## src/rtl/jwb_pkg.sv

```systemverilog
package jwb_pkg;

  typedef enum logic [0:0] {
    BUS_IDLE   = 1'b0,
    BUS_ACTIVE = 1'b1
  } bus_state_t;

  // serial output mux: address chain wins, then the shared data chain
  function automatic logic pick_tdo(input logic sel_a, input logic sel_d,
                                    input logic bit_a, input logic bit_d);
    if (sel_a)      return bit_a;
    else if (sel_d) return bit_d;
    else            return 1'b0;
  endfunction

endpackage

```

## src/rtl/jwb_ir_decode.sv

```systemverilog
module jwb_ir_decode #(
  parameter int IR_W      = 4,
  parameter int CODE_ADDR = 8,
  parameter int CODE_READ = 9,
  parameter int CODE_WRRD = 10
) (
  input  logic [IR_W-1:0] ir_code,
  output logic            sel_addr,
  output logic            sel_read,
  output logic            sel_wrrd,
  output logic            sel_any
);
  localparam logic [IR_W-1:0] K_ADDR = IR_W'(CODE_ADDR);
  localparam logic [IR_W-1:0] K_READ = IR_W'(CODE_READ);
  localparam logic [IR_W-1:0] K_WRRD = IR_W'(CODE_WRRD);

  assign sel_addr = (ir_code == K_ADDR);
  assign sel_read = (ir_code == K_READ);
  assign sel_wrrd = (ir_code == K_WRRD);
  assign sel_any  = sel_addr | sel_read | sel_wrrd;
endmodule

```

## src/rtl/jwb_dr_chain.sv

```systemverilog
module jwb_dr_chain #(
  parameter int W = 16
) (
  input  logic         clk,
  input  logic         rst_n,
  input  logic         clr,
  input  logic         sel,
  input  logic         capture,
  input  logic         shift,
  input  logic [W-1:0] cap_val,
  input  logic         tdi,
  output logic [W-1:0] sr,
  output logic         sr_tdo
);
  // one LSB-first step: new bit enters at the top
  function automatic logic [W-1:0] step_in(input logic [W-1:0] cur, input logic b);
    return {b, cur[W-1:1]};
  endfunction

  logic do_cap, do_shift;
  assign do_cap   = sel & capture;
  assign do_shift = sel & shift;

  always_ff @(posedge clk or negedge rst_n) begin
    if (!rst_n)        sr <= '0;
    else if (clr)      sr <= '0;
    else if (do_cap)   sr <= cap_val;
    else if (do_shift) sr <= step_in(sr, tdi);
  end

  assign sr_tdo = sr[0];

  assert_shift_top_R2: assert property (@(posedge clk) disable iff (!rst_n)
    do_shift && !clr |=> sr[W-1] == $past(tdi));

  assert_capture_R2: assert property (@(posedge clk) disable iff (!rst_n)
    do_cap && !clr |=> sr == $past(cap_val));

  assert_idle_hold_R1: assert property (@(posedge clk) disable iff (!rst_n)
    !sel && !clr |=> $stable(sr));
endmodule

```

## src/rtl/jwb_wb_master.sv

```systemverilog
module jwb_wb_master
  import jwb_pkg::*;
#(
  parameter int ADR_W = 16,
  parameter int DAT_W = 16
) (
  input  logic             clk,
  input  logic             rst_n,
  input  logic             abort,
  input  logic             req_rd,
  input  logic             req_wr,
  input  logic [ADR_W-1:0] req_adr,
  input  logic [DAT_W-1:0] req_dat,
  output logic             wb_cyc,
  output logic             wb_stb,
  output logic             wb_we,
  output logic [ADR_W-1:0] wb_adr,
  output logic [DAT_W-1:0] wb_dat_w,
  input  logic [DAT_W-1:0] wb_dat_r,
  input  logic             wb_ack,
  output logic [DAT_W-1:0] rdata
);
  bus_state_t st;
  logic       accept_ev;   // request taken this cycle
  logic       done_ev;     // acknowledge completes the transfer
  logic       ignored_ev;  // request arrives while busy

  assign accept_ev  = (st == BUS_IDLE) & (req_rd | req_wr) & ~abort;
  assign done_ev    = (st == BUS_ACTIVE) & wb_ack & ~abort;
  assign ignored_ev = (st == BUS_ACTIVE) & (req_rd | req_wr);

  always_ff @(posedge clk or negedge rst_n) begin
    if (!rst_n) begin
      st       <= BUS_IDLE;
      wb_we    <= 1'b0;
      wb_adr   <= '0;
      wb_dat_w <= '0;
      rdata    <= '0;
    end else if (abort) begin
      st    <= BUS_IDLE;
      wb_we <= 1'b0;
    end else if (accept_ev) begin
      st     <= BUS_ACTIVE;
      wb_we  <= req_wr;
      wb_adr <= req_adr;
      if (req_wr) wb_dat_w <= req_dat;
    end else if (done_ev) begin
      st    <= BUS_IDLE;
      wb_we <= 1'b0;
      rdata <= wb_dat_r;
    end
  end

  assign wb_cyc = (st == BUS_ACTIVE);
  assign wb_stb = (st == BUS_ACTIVE);

  assert_drop_after_ack_R6: assert property (@(posedge clk) disable iff (!rst_n)
    wb_cyc && wb_ack |=> !wb_cyc && !wb_stb);

  assert_latch_on_ack_R6: assert property (@(posedge clk) disable iff (!rst_n)
    done_ev |=> rdata == $past(wb_dat_r));

  assert_hold_until_ack_R5: assert property (@(posedge clk) disable iff (!rst_n)
    wb_cyc && !wb_ack && !abort |=> wb_cyc && $stable(wb_we) && $stable(wb_adr) && $stable(wb_dat_w));

  assert_busy_ignore_R7: assert property (@(posedge clk) disable iff (!rst_n)
    ignored_ev && !wb_ack && !abort |=> wb_cyc && $stable(wb_we));

  assert_stray_ack_R8: assert property (@(posedge clk) disable iff (!rst_n)
    !wb_cyc |=> $stable(rdata));

  assert_abort_R9: assert property (@(posedge clk) disable iff (!rst_n)
    abort |=> !wb_cyc && !wb_we && $stable(rdata));

  assert_we_only_in_cycle_R10: assert property (@(posedge clk) disable iff (!rst_n)
    wb_we |-> wb_cyc);
endmodule

```

## src/rtl/jwb_bridge.sv

```systemverilog
module jwb_bridge
  import jwb_pkg::*;
#(
  parameter int IR_W      = 4,
  parameter int ADR_W     = 16,
  parameter int DAT_W     = 16,
  parameter int CODE_ADDR = 8,
  parameter int CODE_READ = 9,
  parameter int CODE_WRRD = 10
) (
  input  logic             clk,
  input  logic             rst_n,
  input  logic             tap_reset,
  input  logic             tap_capture_dr,
  input  logic             tap_shift_dr,
  input  logic             tap_update_dr,
  input  logic [IR_W-1:0]  ir_code,
  input  logic             tdi,
  output logic             tdo,
  output logic             chain_sel,
  output logic             wb_cyc,
  output logic             wb_stb,
  output logic             wb_we,
  output logic [ADR_W-1:0] wb_adr,
  output logic [DAT_W-1:0] wb_dat_w,
  input  logic [DAT_W-1:0] wb_dat_r,
  input  logic             wb_ack
);
  logic             sel_addr, sel_read, sel_wrrd, sel_data;
  logic [ADR_W-1:0] addr_q;
  logic [ADR_W-1:0] addr_sr;
  logic [DAT_W-1:0] data_sr;
  logic [DAT_W-1:0] rdata;
  logic             addr_tdo, data_tdo;
  logic             addr_load_ev;
  logic             start_rd_ev, start_wr_ev;

  jwb_ir_decode #(
    .IR_W(IR_W), .CODE_ADDR(CODE_ADDR), .CODE_READ(CODE_READ), .CODE_WRRD(CODE_WRRD)
  ) u_dec (
    .ir_code  (ir_code),
    .sel_addr (sel_addr),
    .sel_read (sel_read),
    .sel_wrrd (sel_wrrd),
    .sel_any  (chain_sel)
  );

  assign sel_data = sel_read | sel_wrrd;

  jwb_dr_chain #(.W(ADR_W)) u_addr_chain (
    .clk (clk), .rst_n (rst_n), .clr (tap_reset), .sel (sel_addr),
    .capture (tap_capture_dr), .shift (tap_shift_dr),
    .cap_val (addr_q), .tdi (tdi), .sr (addr_sr), .sr_tdo (addr_tdo)
  );

  jwb_dr_chain #(.W(DAT_W)) u_data_chain (
    .clk (clk), .rst_n (rst_n), .clr (tap_reset), .sel (sel_data),
    .capture (tap_capture_dr), .shift (tap_shift_dr),
    .cap_val (rdata), .tdi (tdi), .sr (data_sr), .sr_tdo (data_tdo)
  );

  assign addr_load_ev = tap_update_dr & sel_addr & ~tap_reset;
  assign start_rd_ev  = tap_update_dr & sel_read;
  assign start_wr_ev  = tap_update_dr & sel_wrrd;

  always_ff @(posedge clk or negedge rst_n) begin
    if (!rst_n)            addr_q <= '0;
    else if (tap_reset)    addr_q <= '0;
    else if (addr_load_ev) addr_q <= addr_sr;
  end

  jwb_wb_master #(.ADR_W(ADR_W), .DAT_W(DAT_W)) u_master (
    .clk      (clk),
    .rst_n    (rst_n),
    .abort    (tap_reset),
    .req_rd   (start_rd_ev),
    .req_wr   (start_wr_ev),
    .req_adr  (addr_q),
    .req_dat  (data_sr),
    .wb_cyc   (wb_cyc),
    .wb_stb   (wb_stb),
    .wb_we    (wb_we),
    .wb_adr   (wb_adr),
    .wb_dat_w (wb_dat_w),
    .wb_dat_r (wb_dat_r),
    .wb_ack   (wb_ack),
    .rdata    (rdata)
  );

  assign tdo = pick_tdo(sel_addr, sel_data, addr_tdo, data_tdo);

  assert_addr_hold_R1: assert property (@(posedge clk) disable iff (!rst_n)
    !sel_addr && !tap_reset |=> $stable(addr_q));

  assert_addr_load_R3: assert property (@(posedge clk) disable iff (!rst_n)
    addr_load_ev |=> addr_q == $past(addr_sr));

  assert_addr_clear_R9: assert property (@(posedge clk) disable iff (!rst_n)
    tap_reset |=> addr_q == '0);

  assert_start_adr_R4: assert property (@(posedge clk) disable iff (!rst_n)
    (start_rd_ev || start_wr_ev) && !wb_cyc && !tap_reset |=> wb_cyc && wb_adr == $past(addr_q));

  assert_tdo_quiet_R1: assert property (@(posedge clk) disable iff (!rst_n)
    !chain_sel |-> !tdo);
endmodule

```

## config.mk

```make
export PLATFORM = sky130hd
export DESIGN_NAME = jwb_bridge
export DESIGN_NICKNAME = d
export VERILOG_FILES = /design/src/rtl/jwb_pkg.sv /design/src/rtl/jwb_ir_decode.sv /design/src/rtl/jwb_dr_chain.sv /design/src/rtl/jwb_wb_master.sv /design/src/rtl/jwb_bridge.sv
export SDC_FILE = /design/constraint.sdc
export NUM_CORES = 1
export LEC_CHECK = 0
export BUFFER_PORTS_ARGS = -buffer_cell sky130_fd_sc_hd__buf_2
export CAP_MARGIN = 10
export CORE_MARGIN = 2
export CORE_UTILIZATION = 44
export DETAILED_ROUTE_END_ITERATION = 8
export GPL_TIMING_DRIVEN = 0
export PLACE_DENSITY = 0.75
export SYNTH_ARGS = -nofsm -noshare
export SYNTH_HDL_FRONTEND = slang
export SYNTH_HIERARCHICAL = 1
export SYNTH_SLANG_ARGS = --single-unit
```

## constraint.sdc

```tcl
create_clock -name clk -period 1.8 [get_ports clk]
set_clock_uncertainty 0.1 [all_clocks]
set_input_delay 0.09 -clock clk [delete_from_list [all_inputs] [get_ports clk]]
set_output_delay 0.09 -clock clk [all_outputs]
set_load 0.005 [all_outputs]
```

# --- Yosys cells after proc, flatten, opt, wreduce, memory -nomap -nowiden ---
# Index checks and enable logic that the tools add are counted.
op_classes:
  addsub: 0
  n_mul: 0
  div: 0
  n_lt_le_gt_ge: 0
  eq_ne: 3
  shift: 0
  muxes: 15
  bitwise: 19
  reduce_logical: 7
op_table:
  columns: ["operator", "count"]
  rows:
  - ["two-way mux 16 bit", 8]
  - ["AND 1 bit", 12]
  - ["equality test 4 bit (second input constant)", 3]
  - ["nonzero test 3 bit", 3]
  - ["two-way mux 1 bit", 7]
  - ["AND reduction 3 bit", 2]
  - ["bitwise OR 1 bit", 4]
  - ["NOT 1 bit", 3]
  - ["AND reduction 2 bit", 1]
  - ["nonzero test 2 bit", 1]
totals:
  register_bits: 98
  latch_bits: 0
  ram_bits: 0
  mem_bits_ro: 0
  inputBits: 28
  mem_count: 0

# --- Longest topological paths before layout ---
logic_depth:
  ltp_word: 7
  mapped_depth: 7
  ltp_nobuf: 6

# --- By module ---
# The synthesis kept the hierarchy.
by_module_without_submodules:
  columns: ["module", "instances", "cells_each", "area_per_inst_um2", "seq_area_each_um2"]
  rows:
  - ["jwb_wb_master", 1, 113, 1983.2, 1251.2]
  - ["jwb_dr_chain", 2, 75, 978.4, 400.4]
  - ["jwb_bridge", 1, 80, 850.8, 400.4]
  - ["jwb_ir_decode", 1, 5, 48.8, 0.0]

# --- Least setup slack after synthesis ---
# Ideal clock, no wire load.
synth_path:
  kind: "input to register"
  start: "in ir_code[2]"
  end: "reg u_master.wb_dat_w[10]"
  setup_time_ns: 0.125
  arrival_time_ns: 1.437
  setup_slack_ns: 0.138
  cell_stages: 6
  path_cell_list: "nand2b_4 > nor3b_2 > and2_1 > nor3b_4 > buf_12 > mux2_4"
synth_via:
  elab_chain_cells: 6
  elab_cells_between_ends: 8
  classes_between: "eq/ne (2); bitwise (5); reduce/logical (1)"
synth_lines:
  columns: ["item", "line", "rtl"]
  rows:
  - ["start: declaration", "jwb_bridge.sv:17", "input logic [IR_W-1:0] ir_code,"]
  - ["equality test 4 bit *", "jwb_ir_decode.sv:19", "assign sel_wrrd = (ir_code == K_WRRD);"]
  - ["net sel_wrrd", "jwb_bridge.sv:29", "logic sel_addr, sel_read, sel_wrrd, sel_data;"]
  - ["AND 1 bit *", "jwb_bridge.sv:64", "assign start_wr_ev = tap_update_dr & sel_wrrd;"]
  - ["net start_wr_ev", "jwb_bridge.sv:36", "logic start_rd_ev, start_wr_ev;"]
  - ["bitwise OR 1 bit", "jwb_wb_master.sv:28", "assign accept_ev = (st == BUS_IDLE) & (req_rd | req_wr) & ~abort;"]
  - ["AND 1 bit (2 in a row)", "jwb_wb_master.sv:28", null]
  - ["AND reduction 3 bit (no source line) *", null, null]
  - ["end signal: assignment", "jwb_wb_master.sv:46", "if (req_wr) wb_dat_w <= req_dat;"]
  - ["end: declaration", "jwb_wb_master.sv:18", "output logic [DAT_W-1:0] wb_dat_w,"]
# The timed path passes the listed nets; every way through them passes the cells marked *.
# A chain may end at the register's enable or synchronous reset.

# --- Final worst setup path ---
layout_path:
  start: "in ir_code[2]"
  end: "out tdo"
layout_via:
  elab_cells_between_ends: 6
  classes_between: "eq/ne (3); mux (2); bitwise (1)"
layout_lines:
  columns: ["item", "line", "rtl"]
  rows:
  - ["equality test 4 bit", "jwb_ir_decode.sv:17", "assign sel_addr = (ir_code == K_ADDR);"]
  - ["net sel_addr", "jwb_bridge.sv:29", null]
  - ["two-way mux 1 bit", "jwb_pkg.sv:11", "if (sel_a) return bit_a;"]
  - ["end: declaration", "jwb_bridge.sv:19", "output logic tdo,"]
# The timed path passes the listed nets, and every way through them passes these cells.

==> impl_results.md <==
- Total GRT Usage: 17.8%
- Pwr Density: 754 nW/um^2
- Critical Path AT: 1.42 ns
- Area grow syn2layout: 20.7%
- CTS tree: built
- Worst path required time: 1.61 ns
- Vias/cell: 5.30
- P_int: 3330 uW
- Peak supply drop: 0.625 mV
- Die Wd: 109 microns
- Post-layout total power: 4410 uW
- GPL Wtd Cong: 0.807
- Clock latency on the worst-skew pair: 0.37 ns
- Fmax: 620 MHz
- Post-synthesis area per instance: 13.9 sq um
- Crit Path Max Fanout: 10
- DRT antenna net count: 0
- Initial antenna violation count: 0
- Logic pwr share: 10.7%
- Cells after Synth: 348
- Final WL: 10.1 mm
- Crit path kind: in -> out
- Synthesized Nets: 376
- Vias in the first global route: 3266
- DR iter-0 viols: 222
- Clk pwr share: 35.8%
- DP Cell Count: 551
- DIE HEIGHT: 109 microns
- Initial core utilization: 44.8%
- Die area: 11900 sq um
- Number of detailed-route iterations in the first pass: 4
- Num CTS Buffers: 9
- Startpoint class of the critical path: input pin
- Clock Pin Slew Worst Setup and Hold Paths: 0.10 ns
- IO buf count: 62
- Core footprint: 10800 sq um
- Design area: 5840 sq um
- H-tree Lvls: 3
- Worst slack, placed: -0.285 ns
- Row count: 38
- Reg power frac: 53.5%
- Nets@finish: 478
- Proportion of layout cells with a drive suffix above 1: 43.7%
- Most common cell after layout, fill and taps aside: dfrtp_1
- Yosys reg bits: 98
- Setup TNS: 0 ns
- Worst rel slew slack: 69.1%
- Leading area contributor after synthesis: dfrtp_1
- Share of the synthesized area in the top cell type: 50.7%
- Outcome: completed
- Root Buffer: clkbuf_8
- Placed Instance Area: 5360 sq um
- # IOs: 65
- Post-Layout Cell Count: 595
- Synthesis Warnings: 6
- Seq/Total Area, Yosys: 50.7%
- Most frequent cells in the layout: dfrtp_1 (98), buf_2 (64), mux2_2 (38)
- Leakage power: 0.00275 uW
- Sw power: 1080 uW
- Mapped Area: 4840 sq um
- Synth area leaders: dfrtp_1 (51%), mux2_2 (8.8%), o32ai_2 (6.7%)
- Finish-stage setup viols: 0
- Max-slew violation count: 0
- Max-Cap Viols: 0
- # clock sinks: 98
- Wirelength per Cell: 17.0 microns
- First-pass GRT wire length: 16.3 mm
- Worst Slack Setup Final: 0.187 ns
- Hold Path Class: in -> reg
- # diodes: 0
- Final hold vios: 0
- Largest net degree at the start of global routing: 69
- Tcrit/Tclk final: 89.6%
- Distinct cells, synth: 33
- DRC viols: 0
- Vias post-DR: 3153
- Min Clock Period, post-route: 1.61 ns
- CP Capture Type: primary output
- Clk buf depth: 2
- Remaining Overflow, GRT: 0
- RSZ-0062 raised after global routing: false
- Switching Share: 24.5%
- DP HPWL: 6.93 mm
- Worst slew pin tran: 0.464 ns
-- cells in the mapped netlist (all sizes together) --
cell type / count
mux2: 48
nand2b: 37
mux2i: 32
dfrtp: 98
nor3: 3
o32ai: 32
nor2: 4
nand2: 1
o21a: 2
clkbuf: 3
nand3b: 1
o21ai: 2
nand3: 16
buf: 28
and2: 2
a21oi: 17
a21bo: 16
nor3b: 3
or2: 1
a211oi: 1
a221oi: 1
-- sequential cells by signal (all words and copies together), names as in the netlist --
signal / flops
u_addr_chain/sr: 16
u_data_chain/sr: 16
u_master/wb_dat_w: 16
addr_q: 16
u_master/wb_adr: 16
u_master/wb_cyc: 1
u_master/rdata: 16
u_master/wb_we: 1
-- worst paths after layout --
path,slack (ns),end,depth (start not counted),start
hold / removal,0.05,addr_q[11],4,tap_update_dr
setup reg to reg,0.19,u_master/wb_adr[6],4,u_master/wb_cyc
hold reg to reg,0.41,u_master/wb_adr[3],1,u_master/wb_adr[3]
min in group asynchronous,0.08,u_master/wb_dat_w[3],2,rst_n
setup / recovery,0.19,tdo,8,ir_code[2]
max in group asynchronous,0.85,u_addr_chain/sr[10],3,rst_n
-- power groups by stage --
stage | clock network [uW] | registers (uW) | logic [uW]
3_3_place_gp | 0 | 2400 | 412
6_report | 1580 | 2360 | 471
3_5_place_dp | 0 | 2400 | 432
2_1_floorplan | 0 | 2380 | 280
4_1_cts | 1620 | 2360 | 476
5_1_grt | 1700 | 2370 | 514
-- final cells by class --
class	instances	area [sq um]
Buffer	31	294
Clock buffer	10	128
Clock inverter	6	90.1
Fill cell	893	4950
Multi-Input combinational cell	219	2100
Sequential cell	98	2450
Tap cell	140	175
Timing Repair Buffer	91	606
-- through the flow --
step | hold WS [ns] | util [%]
detailed placement | -0.0444 | 49.6
floorplan | -0.306 | -
global route | 0.0553 | 54.1
global placement | 0.223 | 49.3
CTS | 0.0392 | 53.7
finish | 0.0514 | 54.1
-- what timing repair did --
| item | CTS | global route |
|---|---|---|
| resized for setup | 1 | 0 |
| hold buffers | 22 | 0 |
| pin swaps | 1 | 2 |
| hold endpoints to repair | 127 | 0 |
| endpoints found under the setup margin | 2 | 20 |
| setup buffers | 0 | 6 |
-- worst max-delay path: stages --
cell	delay (ns)
buf_2	0.09
nand2b_4	0.15
nor3_2	0.33
buf_6	0.20
buf_2	0.23
nand2_1	0.07
o21ai_0	0.10
buf_2	0.16
-- routing by layer --
metal | global-route usage [%] | vias to the layer above | wire (microns)
li1 | - | 1488 | -
met1 | 22.6 | 1589 | 4320
met2 | 29.9 | 61 | 5250
met3 | 4.18 | 15 | 371
met4 | 5.95 | 0 | 147
met5 | 0 | - | 0
-- kinds of logic (layout without fill, tap and decap cells) --
logic type / Yosys count / in the layout / share of synthesized area, %
AND/OR/NAND/NOR: 68 / 68 / 9.64
flip-flops: 98 / 98 / 50.7
AO/OA/AOI/OAI: 71 / 71 / 15.0
buffers and inverters: 31 / 138 / 6.08
multiplexers: 80 / 80 / 18.6
(Power assumes the default switching activity.)
